--- config.mk ---
export PLATFORM = sky130hd
export DESIGN_NAME = dma_irq_regbank
export DESIGN_NICKNAME = d
export VERILOG_FILES = /design/src/rtl/dma_irq_pkg.sv /design/src/rtl/dma_irq_addr_dec.sv /design/src/rtl/dma_irq_class_cell.sv /design/src/rtl/dma_irq_chan_en.sv /design/src/rtl/dma_irq_rd_mux.sv /design/src/rtl/dma_irq_regbank.sv
export SDC_FILE = /design/constraint.sdc
export NUM_CORES = 1
export LEC_CHECK = 0
export ABC_CLOCK_PERIOD_IN_PS = 4850
export BUFFER_PORTS_ARGS = -buffer_cell sky130_fd_sc_hd__buf_2
export CAP_MARGIN = 20
export CORE_AREA = 4 4 107 109
export DETAILED_ROUTE_END_ITERATION = 8
export DIE_AREA = 0 0 111 113
export PLACE_DENSITY = 0.83
export SETUP_SLACK_MARGIN = 0.4
export SLEW_MARGIN = 20
export SYNTH_ARGS = -nofsm -noshare
export SYNTH_HDL_FRONTEND = slang
export SYNTH_HIERARCHICAL = 1
export SYNTH_SLANG_ARGS = --single-unit
--- constraint.sdc ---
create_clock -name clk -period 4.85 [get_ports clk]
set_clock_uncertainty 0.2 [all_clocks]
set_input_delay 0.7275 -clock clk [delete_from_list [all_inputs] [get_ports clk]]
set_output_delay 0.7275 -clock clk [all_outputs]
set_load 0.02 [all_outputs]
--- src/rtl/dma_irq_pkg.sv ---
// Package: shared constants, decode types and the lane-merge helper for
// the DMA interrupt register bank. Assumes at most 8 channels (one byte lane).
package dma_irq_pkg;

    localparam int NUM_CLASS    = 5;
    localparam int LANE_W       = 8;
    localparam int SLOT_STRIDE  = 8;

    // Byte offsets; class k of a view sits at base + SLOT_STRIDE*k
    localparam int RAW_BASE     = 'h2C0;
    localparam int STAT_BASE    = 'h2E8;
    localparam int MASK_BASE    = 'h310;
    localparam int ACK_BASE     = 'h338;
    localparam int SUMMARY_ADDR = 'h360;
    localparam int GLOBAL_ADDR  = 'h398;
    localparam int CHEN_ADDR    = 'h3A0;

    typedef enum logic [2:0] {
        VIEW_NONE,
        VIEW_RAW,
        VIEW_STAT,
        VIEW_MASK,
        VIEW_ACK,
        VIEW_SUMMARY,
        VIEW_GLOBAL,
        VIEW_CHEN
    } view_e;

    typedef struct packed {
        view_e      view;
        logic [2:0] cls;
        logic       hi_word;
    } dec_t;

    // Replace the bits of old_v selected by upd with the matching bits of new_v
    function automatic logic [LANE_W-1:0] lane_merge(
        input logic [LANE_W-1:0] old_v,
        input logic [LANE_W-1:0] new_v,
        input logic [LANE_W-1:0] upd
    );
        return (old_v & ~upd) | (new_v & upd);
    endfunction

endpackage

--- src/rtl/dma_irq_addr_dec.sv ---
// Address decoder: maps a byte address onto a register view, a class index
// and a high-word flag. Purely combinational. Assumes all slot bases are
// 8-byte aligned and that accesses are word aligned (addr[1:0] == 0).
module dma_irq_addr_dec
    import dma_irq_pkg::*;
#(
    parameter int ADDR_W = 12
) (
    input  logic [ADDR_W-1:0] addr,
    output dec_t              dec
);

    logic [ADDR_W-1:0] slot_addr;

    // Strip the word-within-slot bit so a slot and its high word share a base
    assign slot_addr = {addr[ADDR_W-1:3], 3'b000};

    // Look the slot address up against every view and class
    always_comb begin
        dec         = '{view: VIEW_NONE, cls: 3'd0, hi_word: addr[2]};
        if (addr[1:0] == 2'b00) begin
            for (int k = 0; k < NUM_CLASS; k++) begin
                if (slot_addr == ADDR_W'(RAW_BASE + SLOT_STRIDE * k)) begin
                    dec.view = VIEW_RAW;
                    dec.cls  = 3'(k);
                end
                if (slot_addr == ADDR_W'(STAT_BASE + SLOT_STRIDE * k)) begin
                    dec.view = VIEW_STAT;
                    dec.cls  = 3'(k);
                end
                if (slot_addr == ADDR_W'(MASK_BASE + SLOT_STRIDE * k)) begin
                    dec.view = VIEW_MASK;
                    dec.cls  = 3'(k);
                end
                if (slot_addr == ADDR_W'(ACK_BASE + SLOT_STRIDE * k)) begin
                    dec.view = VIEW_ACK;
                    dec.cls  = 3'(k);
                end
            end
            if (slot_addr == ADDR_W'(SUMMARY_ADDR)) dec.view = VIEW_SUMMARY;
            if (slot_addr == ADDR_W'(GLOBAL_ADDR))  dec.view = VIEW_GLOBAL;
            if (slot_addr == ADDR_W'(CHEN_ADDR))    dec.view = VIEW_CHEN;
        end
    end

endmodule

--- src/rtl/dma_irq_class_cell.sv ---
// Class cell: sticky raw flags and the mask for one interrupt class.
// Events set flags; lane-selective acknowledges clear them, and an event
// arriving with an acknowledge wins. Assumes NUM_CH <= 8.
module dma_irq_class_cell
    import dma_irq_pkg::*;
#(
    parameter int NUM_CH = 8
) (
    input  logic                clk,
    input  logic                rst_n,
    input  logic [NUM_CH-1:0]   ev,
    input  logic                mask_wr,
    input  logic                ack_wr,
    input  logic [LANE_W-1:0]   wr_bits,
    input  logic [LANE_W-1:0]   wr_upd,
    output logic [NUM_CH-1:0]   raw,
    output logic [NUM_CH-1:0]   mask,
    output logic                pend
);

    logic [LANE_W-1:0] mask_wide;
    logic [LANE_W-1:0] mask_merged;
    logic [LANE_W-1:0] ack_wide;
    logic [NUM_CH-1:0] ack_lanes;

    // Widen the mask to a full lane and merge in the selected write bits
    always_comb begin
        mask_wide               = '0;
        mask_wide[NUM_CH-1:0]   = mask;
        mask_merged             = lane_merge(mask_wide, wr_bits, wr_upd);
    end

    // Acknowledge bits: both data and update enable must be set
    always_comb begin
        ack_wide  = ack_wr ? (wr_bits & wr_upd) : '0;
        ack_lanes = ack_wide[NUM_CH-1:0];
    end

    // Raw flags: clear acknowledged bits, then OR in new events (event wins)
    always_ff @(posedge clk) begin
        if (!rst_n) begin
            raw <= '0;
        end else begin
            raw <= (raw & ~ack_lanes) | ev;
        end
    end

    // Mask register: lane-selective update on a mask write
    always_ff @(posedge clk) begin
        if (!rst_n) begin
            mask <= '0;
        end else if (mask_wr) begin
            mask <= mask_merged[NUM_CH-1:0];
        end
    end

    assign pend = |(raw & mask);

endmodule

--- src/rtl/dma_irq_chan_en.sv ---
// Enable block: holds the global DMA enable and the per-channel enables.
// Channel enables accept lane-selective writes only while the global
// enable is set, and are forced to zero when it is written to 0.
module dma_irq_chan_en
    import dma_irq_pkg::*;
#(
    parameter int NUM_CH = 8
) (
    input  logic                clk,
    input  logic                rst_n,
    input  logic                global_wr,
    input  logic                chen_wr,
    input  logic [LANE_W-1:0]   wr_bits,
    input  logic [LANE_W-1:0]   wr_upd,
    output logic                dma_en,
    output logic [NUM_CH-1:0]   chen
);

    logic [LANE_W-1:0] chen_wide;
    logic [LANE_W-1:0] chen_merged;

    // Widen and merge the channel enables with the selected write bits
    always_comb begin
        chen_wide             = '0;
        chen_wide[NUM_CH-1:0] = chen;
        chen_merged           = lane_merge(chen_wide, wr_bits, wr_upd);
    end

    // Global enable bit: written from data bit 0
    always_ff @(posedge clk) begin
        if (!rst_n) begin
            dma_en <= 1'b0;
        end else if (global_wr) begin
            dma_en <= wr_bits[0];
        end
    end

    // Channel enables: forced off with the global enable, else lane update
    always_ff @(posedge clk) begin
        if (!rst_n) begin
            chen <= '0;
        end else if (global_wr && !wr_bits[0]) begin
            chen <= '0;
        end else if (chen_wr && dma_en) begin
            chen <= chen_merged[NUM_CH-1:0];
        end
    end

endmodule

--- src/rtl/dma_irq_rd_mux.sv ---
// Read path: selects the addressed view and registers it on a read strobe.
// Data holds between reads. High words, acknowledge addresses and unmapped
// addresses return zero.
module dma_irq_rd_mux
    import dma_irq_pkg::*;
#(
    parameter int NUM_CH = 8,
    parameter int DATA_W = 32
) (
    input  logic                        clk,
    input  logic                        rst_n,
    input  logic                        rd,
    input  dec_t                        dec,
    input  logic [NUM_CLASS*NUM_CH-1:0] raw_all,
    input  logic [NUM_CLASS*NUM_CH-1:0] mask_all,
    input  logic [NUM_CLASS-1:0]        summary,
    input  logic                        dma_en,
    input  logic [NUM_CH-1:0]           chen,
    output logic [DATA_W-1:0]           rdata
);

    logic [NUM_CH-1:0] raw_sel;
    logic [NUM_CH-1:0] mask_sel;
    logic [DATA_W-1:0] word;

    // Pick the addressed class out of the packed flag and mask vectors
    always_comb begin
        raw_sel  = '0;
        mask_sel = '0;
        for (int k = 0; k < NUM_CLASS; k++) begin
            if (dec.cls == 3'(k)) begin
                raw_sel  = raw_all[k*NUM_CH +: NUM_CH];
                mask_sel = mask_all[k*NUM_CH +: NUM_CH];
            end
        end
    end

    // Form the read word for the decoded view
    always_comb begin
        word = '0;
        if (!dec.hi_word) begin
            unique case (dec.view)
                VIEW_RAW:     word[NUM_CH-1:0]    = raw_sel;
                VIEW_STAT:    word[NUM_CH-1:0]    = raw_sel & mask_sel;
                VIEW_MASK:    word[NUM_CH-1:0]    = mask_sel;
                VIEW_SUMMARY: word[NUM_CLASS-1:0] = summary;
                VIEW_GLOBAL:  word[0]             = dma_en;
                VIEW_CHEN:    word[NUM_CH-1:0]    = chen;
                default:      word                = '0;
            endcase
        end
    end

    // Read data register: loads on a read strobe, otherwise holds
    always_ff @(posedge clk) begin
        if (!rst_n) begin
            rdata <= '0;
        end else if (rd) begin
            rdata <= word;
        end
    end

endmodule

--- src/rtl/dma_irq_regbank.sv ---
// Top: DMA interrupt and channel-enable register bank. Five class cells
// (transfer, block, source, destination, error) latch engine event pulses.
// The summary of pending unmasked classes drives the interrupt line,
// gated by the global enable. Assumes 1 <= NUM_CH <= 8 and
// single-cycle bus strobes.
module dma_irq_regbank
    import dma_irq_pkg::*;
#(
    parameter int NUM_CH = 8,
    parameter int ADDR_W = 12
) (
    input  logic              clk,
    input  logic              rst_n,
    input  logic              bus_wr,
    input  logic              bus_rd,
    input  logic [ADDR_W-1:0] bus_addr,
    input  logic [31:0]       bus_wdata,
    output logic [31:0]       bus_rdata,
    input  logic [NUM_CH-1:0] ev_xfer_done,
    input  logic [NUM_CH-1:0] ev_blk_done,
    input  logic [NUM_CH-1:0] ev_src_txn,
    input  logic [NUM_CH-1:0] ev_dst_txn,
    input  logic [NUM_CH-1:0] ev_err,
    output logic              irq
);

    localparam int FLAG_W = NUM_CLASS * NUM_CH;

    dec_t                 dec;
    logic                 wr_low;
    logic [LANE_W-1:0]    wr_bits;
    logic [LANE_W-1:0]    wr_upd;
    logic [FLAG_W-1:0]    ev_all;
    logic [FLAG_W-1:0]    raw_all;
    logic [FLAG_W-1:0]    mask_all;
    logic [NUM_CLASS-1:0] summary;
    logic                 dma_en;
    logic [NUM_CH-1:0]    chen;
    logic                 unused_wdata;

    assign unused_wdata = ^bus_wdata[31:16];

    // Split the write word into data lane and per-bit update lane
    assign wr_bits = bus_wdata[7:0];
    assign wr_upd  = bus_wdata[15:8];
    assign wr_low  = bus_wr && !dec.hi_word;

    // Class k occupies bits [k*NUM_CH +: NUM_CH] of the packed event vector
    assign ev_all = {ev_err, ev_dst_txn, ev_src_txn, ev_blk_done, ev_xfer_done};

    dma_irq_addr_dec #(
        .ADDR_W (ADDR_W)
    ) u_dec (
        .addr (bus_addr),
        .dec  (dec)
    );

    for (genvar k = 0; k < NUM_CLASS; k++) begin : g_class
        logic mask_wr_k;
        logic ack_wr_k;

        // Steer mask and acknowledge writes to this class only
        assign mask_wr_k = wr_low && (dec.view == VIEW_MASK) && (dec.cls == 3'(k));
        assign ack_wr_k  = wr_low && (dec.view == VIEW_ACK)  && (dec.cls == 3'(k));

        dma_irq_class_cell #(
            .NUM_CH (NUM_CH)
        ) u_cell (
            .clk     (clk),
            .rst_n   (rst_n),
            .ev      (ev_all[k*NUM_CH +: NUM_CH]),
            .mask_wr (mask_wr_k),
            .ack_wr  (ack_wr_k),
            .wr_bits (wr_bits),
            .wr_upd  (wr_upd),
            .raw     (raw_all[k*NUM_CH +: NUM_CH]),
            .mask    (mask_all[k*NUM_CH +: NUM_CH]),
            .pend    (summary[k])
        );
    end

    dma_irq_chan_en #(
        .NUM_CH (NUM_CH)
    ) u_en (
        .clk       (clk),
        .rst_n     (rst_n),
        .global_wr (wr_low && (dec.view == VIEW_GLOBAL)),
        .chen_wr   (wr_low && (dec.view == VIEW_CHEN)),
        .wr_bits   (wr_bits),
        .wr_upd    (wr_upd),
        .dma_en    (dma_en),
        .chen      (chen)
    );

    dma_irq_rd_mux #(
        .NUM_CH (NUM_CH),
        .DATA_W (32)
    ) u_rd (
        .clk      (clk),
        .rst_n    (rst_n),
        .rd       (bus_rd),
        .dec      (dec),
        .raw_all  (raw_all),
        .mask_all (mask_all),
        .summary  (summary),
        .dma_en   (dma_en),
        .chen     (chen),
        .rdata    (bus_rdata)
    );

    // Combined interrupt: any pending unmasked class, gated by global enable
    assign irq = dma_en && (|summary);

endmodule

* Word-level counts from Yosys, hierarchy flattened
Index checks and enable logic that the tools add are counted.
** Storage, ports and cells
- Flip-flop bits (word level) :: 121
- Input bits :: 88
- Output and inout bits :: 33
- Logic and storage cells :: 155
** Cells by class
- Eq/ne operators :: 34
- Multiplexer cells :: 43
- Bitwise gates (word level) :: 36
- Reduce and logical (&&, ||, !) cells :: 29
** Operator list (count)
- equality test 9 x 7 -> 1 bit (second input constant) :: 23
- bitwise AND 8 bit :: 18
- two-way mux 8 bit :: 16
- two-way mux 6 bit :: 18
- OR 8 bit :: 11
- NOT 8 bit :: 6
- OR reduction 40 bit :: 1
- OR reduction 8 bit :: 5
- one-hot mux 4 bit (5 select lines) :: 1
- logical AND 1 bit :: 18
- equality test 3 bit (second input constant) :: 5
- equality test 3 x 2 -> 1 bit (second input constant) :: 4
- one-hot mux 3 bit (4 select lines) :: 1
- two-way mux 5 bit :: 2
- two-way mux 3 bit :: 3
- equality test 3 x 1 -> 1 bit (second input constant) :: 2
- one-hot mux 1 bit (6 select lines) :: 1
- two-way mux 4 bit :: 1
- logical NOT 3 bit :: 1
- logical NOT 1 bit :: 2
- logical NOT 2 bit :: 1
- OR reduction 2 bit :: 1
- NOT 1 bit :: 1

* Depth between registers and ports, before layout
- Word-level depth :: 34
- Depth in mapped cells :: 13
- Gate-level depth less buffers :: 10

* Cells and area by module
Netlist, hierarchy kept.
** Modules (own cells, without submodules)
- dma_irq_class_cell :: instances 5, cells each 72, area an instance 693.2 µm², sequential area each 320.3 µm²
- dma_irq_rd_mux :: instances 1, cells each 212, area an instance 1559.0 µm², sequential area each 160.2 µm²
- dma_irq_addr_dec :: instances 1, cells each 74, area an instance 484.2 µm², sequential area each 0.0 µm²
- dma_irq_chan_en :: instances 1, cells each 39, area an instance 372.9 µm², sequential area each 180.2 µm²
- dma_irq_regbank :: instances 1, cells each 24, area an instance 158.9 µm², sequential area each 0.0 µm²

* Worst setup path before layout
OpenSTA, ideal clock, no wires.
- Path type :: input to register
- From :: input bus_addr[7]
- To :: register u_rd.rdata[3]
- Setup time :: 0.122 ns
- Arrival time :: 3.139 ns
- Data required time :: 4.528 ns
- Slack :: 1.389 ns
- Stages on the path :: 13
- Buffers on the path :: 3
- Cells stage by stage :: buf_6 -> and4bb_4 -> nand3b_1 -> a211o_1 -> a21o_1 -> a31oi_1 -> buf_2 -> buf_4 -> mux2i_1 -> o22ai_1 -> a21o_1 -> a32oi_1 -> o21ai_1
** RTL lines
- start, declared :: RTL line dma_irq_regbank.sv:16 : input logic [ADDR_W-1:0] bus_addr,
- end signal, assigned :: RTL line dma_irq_rd_mux.sv:59 : rdata <= word;
- end, declared :: RTL line dma_irq_rd_mux.sv:19 : output logic [DATA_W-1:0] rdata

==> results.tsv <==
stage	metric	value	unit
outcome	status	completed	
worst_setup_path	reg2reg path depth	5	
clock_tree	clock insertion delay at the later pin of the skew report	0.38	ns
synth	largest family of logic cells by synthesized area	compound AO/OA/AOI/OAI gates	
layout	Cell Count, Final, Fillers Out	918	
global_route	first-pass GRT wire length	29.88	mm
synth	proportion of synthesized area in mux cells	0.06152	
sta	period utilisation layout	0.8064	
clock_tree	Worst-path clk slew	0.10	ns
clock_tree	# Post-CTS Setup Buffers	0	
synth	Post-synth ARST share	0	
worst_setup_path	critical-path cell list	buf_2 > and4bb_4 > nand3b_1 > a211o_1 > a21o_1 > a31oi_4 > mux2i_1 > o22ai_1 > o221ai_1 > a211o_1 > a21oi_2	
sta	worst slew pin tran	1.176	ns
worst_setup_path	crit-path leading delay family	compound AO/OA/AOI/OAI gates	
synth	synthesized cell area	6041	µm²
worst_setup_path	worst endpoint required time	4.97	ns
sta	RSZ-0062 raised after global routing	no	
layout	Design Area, Final	6536	µm²
sta	Min Hold Slack	0.3104	ns
worst_setup_path	CP peak stage delay	0.85	ns
worst_setup_path	CP Capture Type	flop	
power	cell internal pwr	1.076	mW
synth	Synth Area in Compound Gates	0.3447	
power	Sw Pwr	0.4257	mW
place	Placer Congestion	0.9520	
place	placed inst area	6375	µm²
worst_setup_path	class of the most critical setup path	in -> reg	
hold_path	Hold Path Class	reg -> reg	
place	input/output buffers	80	
floorplan	Die Ht	113	µm
synth	Synth Warn #	6	
sta	fmax	255.7	MHz
sta	crit path time final	3.911	ns
power	Reg power frac	0.562	
synth	#FFs+latches synth	97	
power	clock power share	0.313	
synth	Synth Area in Adders	0.001657	
synth	syn_area_per_cell	8.520	µm²
global_route	number of global-route vias before repair	5769	
synth	Main synth FF type	dfxtp_1	
synth	simple-gate area share of the yosys netlist	0.1620	
synth	Synth Area in XOR/XNOR	0.001450	
detailed_routing	Routed WL	18.97	mm
sta	final hold violation count	0	
place	dpl ws	0.6912	ns
power	VDD IR max	0.1623	mV
detailed_routing	DR WL/cell	20.67	µm
detailed_routing	vias per inst	6.608	
sta	Final setup viols	0	
layout	share of cells above drive strength 1	0.1581	
sta	setup ws final	0.9389	ns
global_route	initial antenna violation count	0	
place	post-DP HPWL	13.52	mm
job	MaxCap Viol Count	0	
power	switching share of power	0.2835	
clock_tree	cts repair resizes	0	
global_route	total track usage	0.2962	
floorplan	Ports	121	
worst_setup_path	CP startpoint kind	input pin	
detailed_routing	DRC viols	0	
layout	# nets final	863	
layout	Core Util, Final	0.6165	
worst_setup_path	R2R Setup Slk	3.06	ns
global_route	Remaining Overflow, GRT	0	
clock_tree	TritonCTS clock tree	done	
clock_tree	Clock Tree Buf Depth	2	
floorplan	Std-Cell Rows	38	
power	Overall Power	1.502	mW
layout	Antenna diodes	0	
sta	setup tns final	0	ns
hold_path	Hold Path Depth	2	
sta	Rel. slew slack	0.2102	
clock_tree	CTS Root Cell	clkbuf_8	
synth	Synth Instances	709	
detailed_routing	via count	6066	
clock_tree	htree depth	3	
floorplan	CORE AREA	10600	µm²
power	Leakage	2.656	nW
worst_setup_path	reg2reg end	u_rd/rdata[5]	
floorplan	die area	12540	µm²
clock_tree	hold_buf cts	0	
clock_tree	CTS Sinks	97	
synth	post-synthesis sequential area ratio	0.3215	
power	Comb pwr share	0.125	
worst_setup_path	Arr. time, crit path	4.03	ns
sta	Slew Viols, Final	0	
global_route	largest net degree at the start of global routing	69	
detailed_routing	Antenna Nets Post-Route	0	
synth	Netlist cell types	65	
place	Inst Count DP	904	
worst_setup_path	worst path bufs/invs	1	
worst_setup_path	CP most frequent cell	a211o_1	
floorplan	width of the chip	111	µm
power	PwrDens	229.8	nW/µm²
floorplan	Initial Util	0.5697	
detailed_routing	DRT iter0 DRCs	656	
synth	Post-synth EDFFs	0	
layout	Area Growth Syn to Fin	8.202	%
worst_setup_path	Critical-path top delay cell	a31oi_4	
worst_setup_path	worst-path maximum fanout	28	
clock_tree	CTS Buf Count	9	
detailed_routing	TritonRoute pass-1 iters	6	
[cells by family after synthesis]
logic type	Yosys count
compound gates	294
xor+xnor	1
fa+ha+maj	1
buf+inv	110
flops	97
mux	37
other cells	1
simple gates	168
[layout make-up]
cell class	instances	area [µm²]
Fill cell	932	4066
Multi-Input combinational cell	525	3568
Sequential cell	97	1942
Timing Repair Buffer	95	513.0
Inverter	47	176.4
Tap cell	140	175.2
Clock buffer	12	145.1
Clock inverter	2	16.27
[per-layer routing]
layer | global-route usage | vias up | wire length (µm)
met1 | 0.3862 | 2893 | 7593
met5 | 0 | - | 0
met2 | 0.4701 | 338 | 8616
met4 | 0.1568 | 0 | 970
li1 | - | 2771 | -
met3 | 0.05294 | 64 | 1792
[worst max path at each step]
stage	end	start	cells after the start
2_1_floorplan	u_rd/rdata[3]	bus_addr[7]	13
3_3_place_gp	g_class[2].u_cell/raw[7]	bus_addr[5]	9
3_5_place_dp	g_class[2].u_cell/raw[3]	bus_addr[5]	9
4_1_cts	u_rd/rdata[5]	bus_addr[7]	11
5_1_grt	flop	bus_addr[5]	11
6_report	u_rd/rdata[5]	bus_addr[7]	11
[synthesized netlist by cell type (all sizes together) (4+ instances only)]
cell type,count,area share
dfxtp,97,0.32
o21ai,77,0.064
buf,51,0.070
inv,47,0.029
o21a,42,0.052
and3,41,0.042
a21boi,40,0.050
a41oi,40,0.058
mux2i,36,0.060
nor2,23,0.014
a22oi,22,0.027
nand2b,19,0.020
nor3,19,0.017
nand3,16,0.013
a21oi,15,0.014
nand2,13,0.0081
clkbuf,12,0.0075
o22ai,9,0.0093
o221ai,8,0.012
a21o,7,0.0087
nor2b,6,0.0062
a32oi,5,0.0072
nand3b,5,0.0062
nand4,5,0.0052
a211o,4,0.0058
nor4,4,0.0041
o2bb2ai,4,0.0058
[power by group through the flow]
| stage | registers (mW) | logic (mW) | clock network [mW] |
|---|---|---|---|
| after floorplan | 0.851 | 0.113 | 0 |
| after global routing | 0.845 | 0.204 | 0.505 |
| after CTS | 0.842 | 0.183 | 0.474 |
| after detailed placement | 0.860 | 0.182 | 0 |
| final | 0.843 | 0.188 | 0.470 |
| after global placement | 0.859 | 0.175 | 0 |
[worst register-to-register path: stages (launching register included)]
cell and delay (ns):
dfxtp_1 0.35, mux2i_1 0.13, o22ai_1 0.47, o221ai_1 0.18
a211o_1 0.28, a21oi_2 0.14
[cell usage in the layout (no fill, tap or decap), drive strengths merged, types with 6 or more instances in the layout]
cell type  netlist  final
dfxtp           97     97
buf             51     95
o21ai           77     77
inv             47     47
o21a            42     42
and3            41     41
a41oi           40     40
a21boi          40     40
mux2i           36     36
conb             1     24
nor2            23     23
a22oi           22     22
nand2b          19     19
nor3            19     19
nand3           16     16
a21oi           15     15
nand2           13     13
clkbuf          12     12
o22ai            9      9
o221ai           8      8
a21o             7      7
nor2b            6      6
Power figures use the tool's default switching activity.
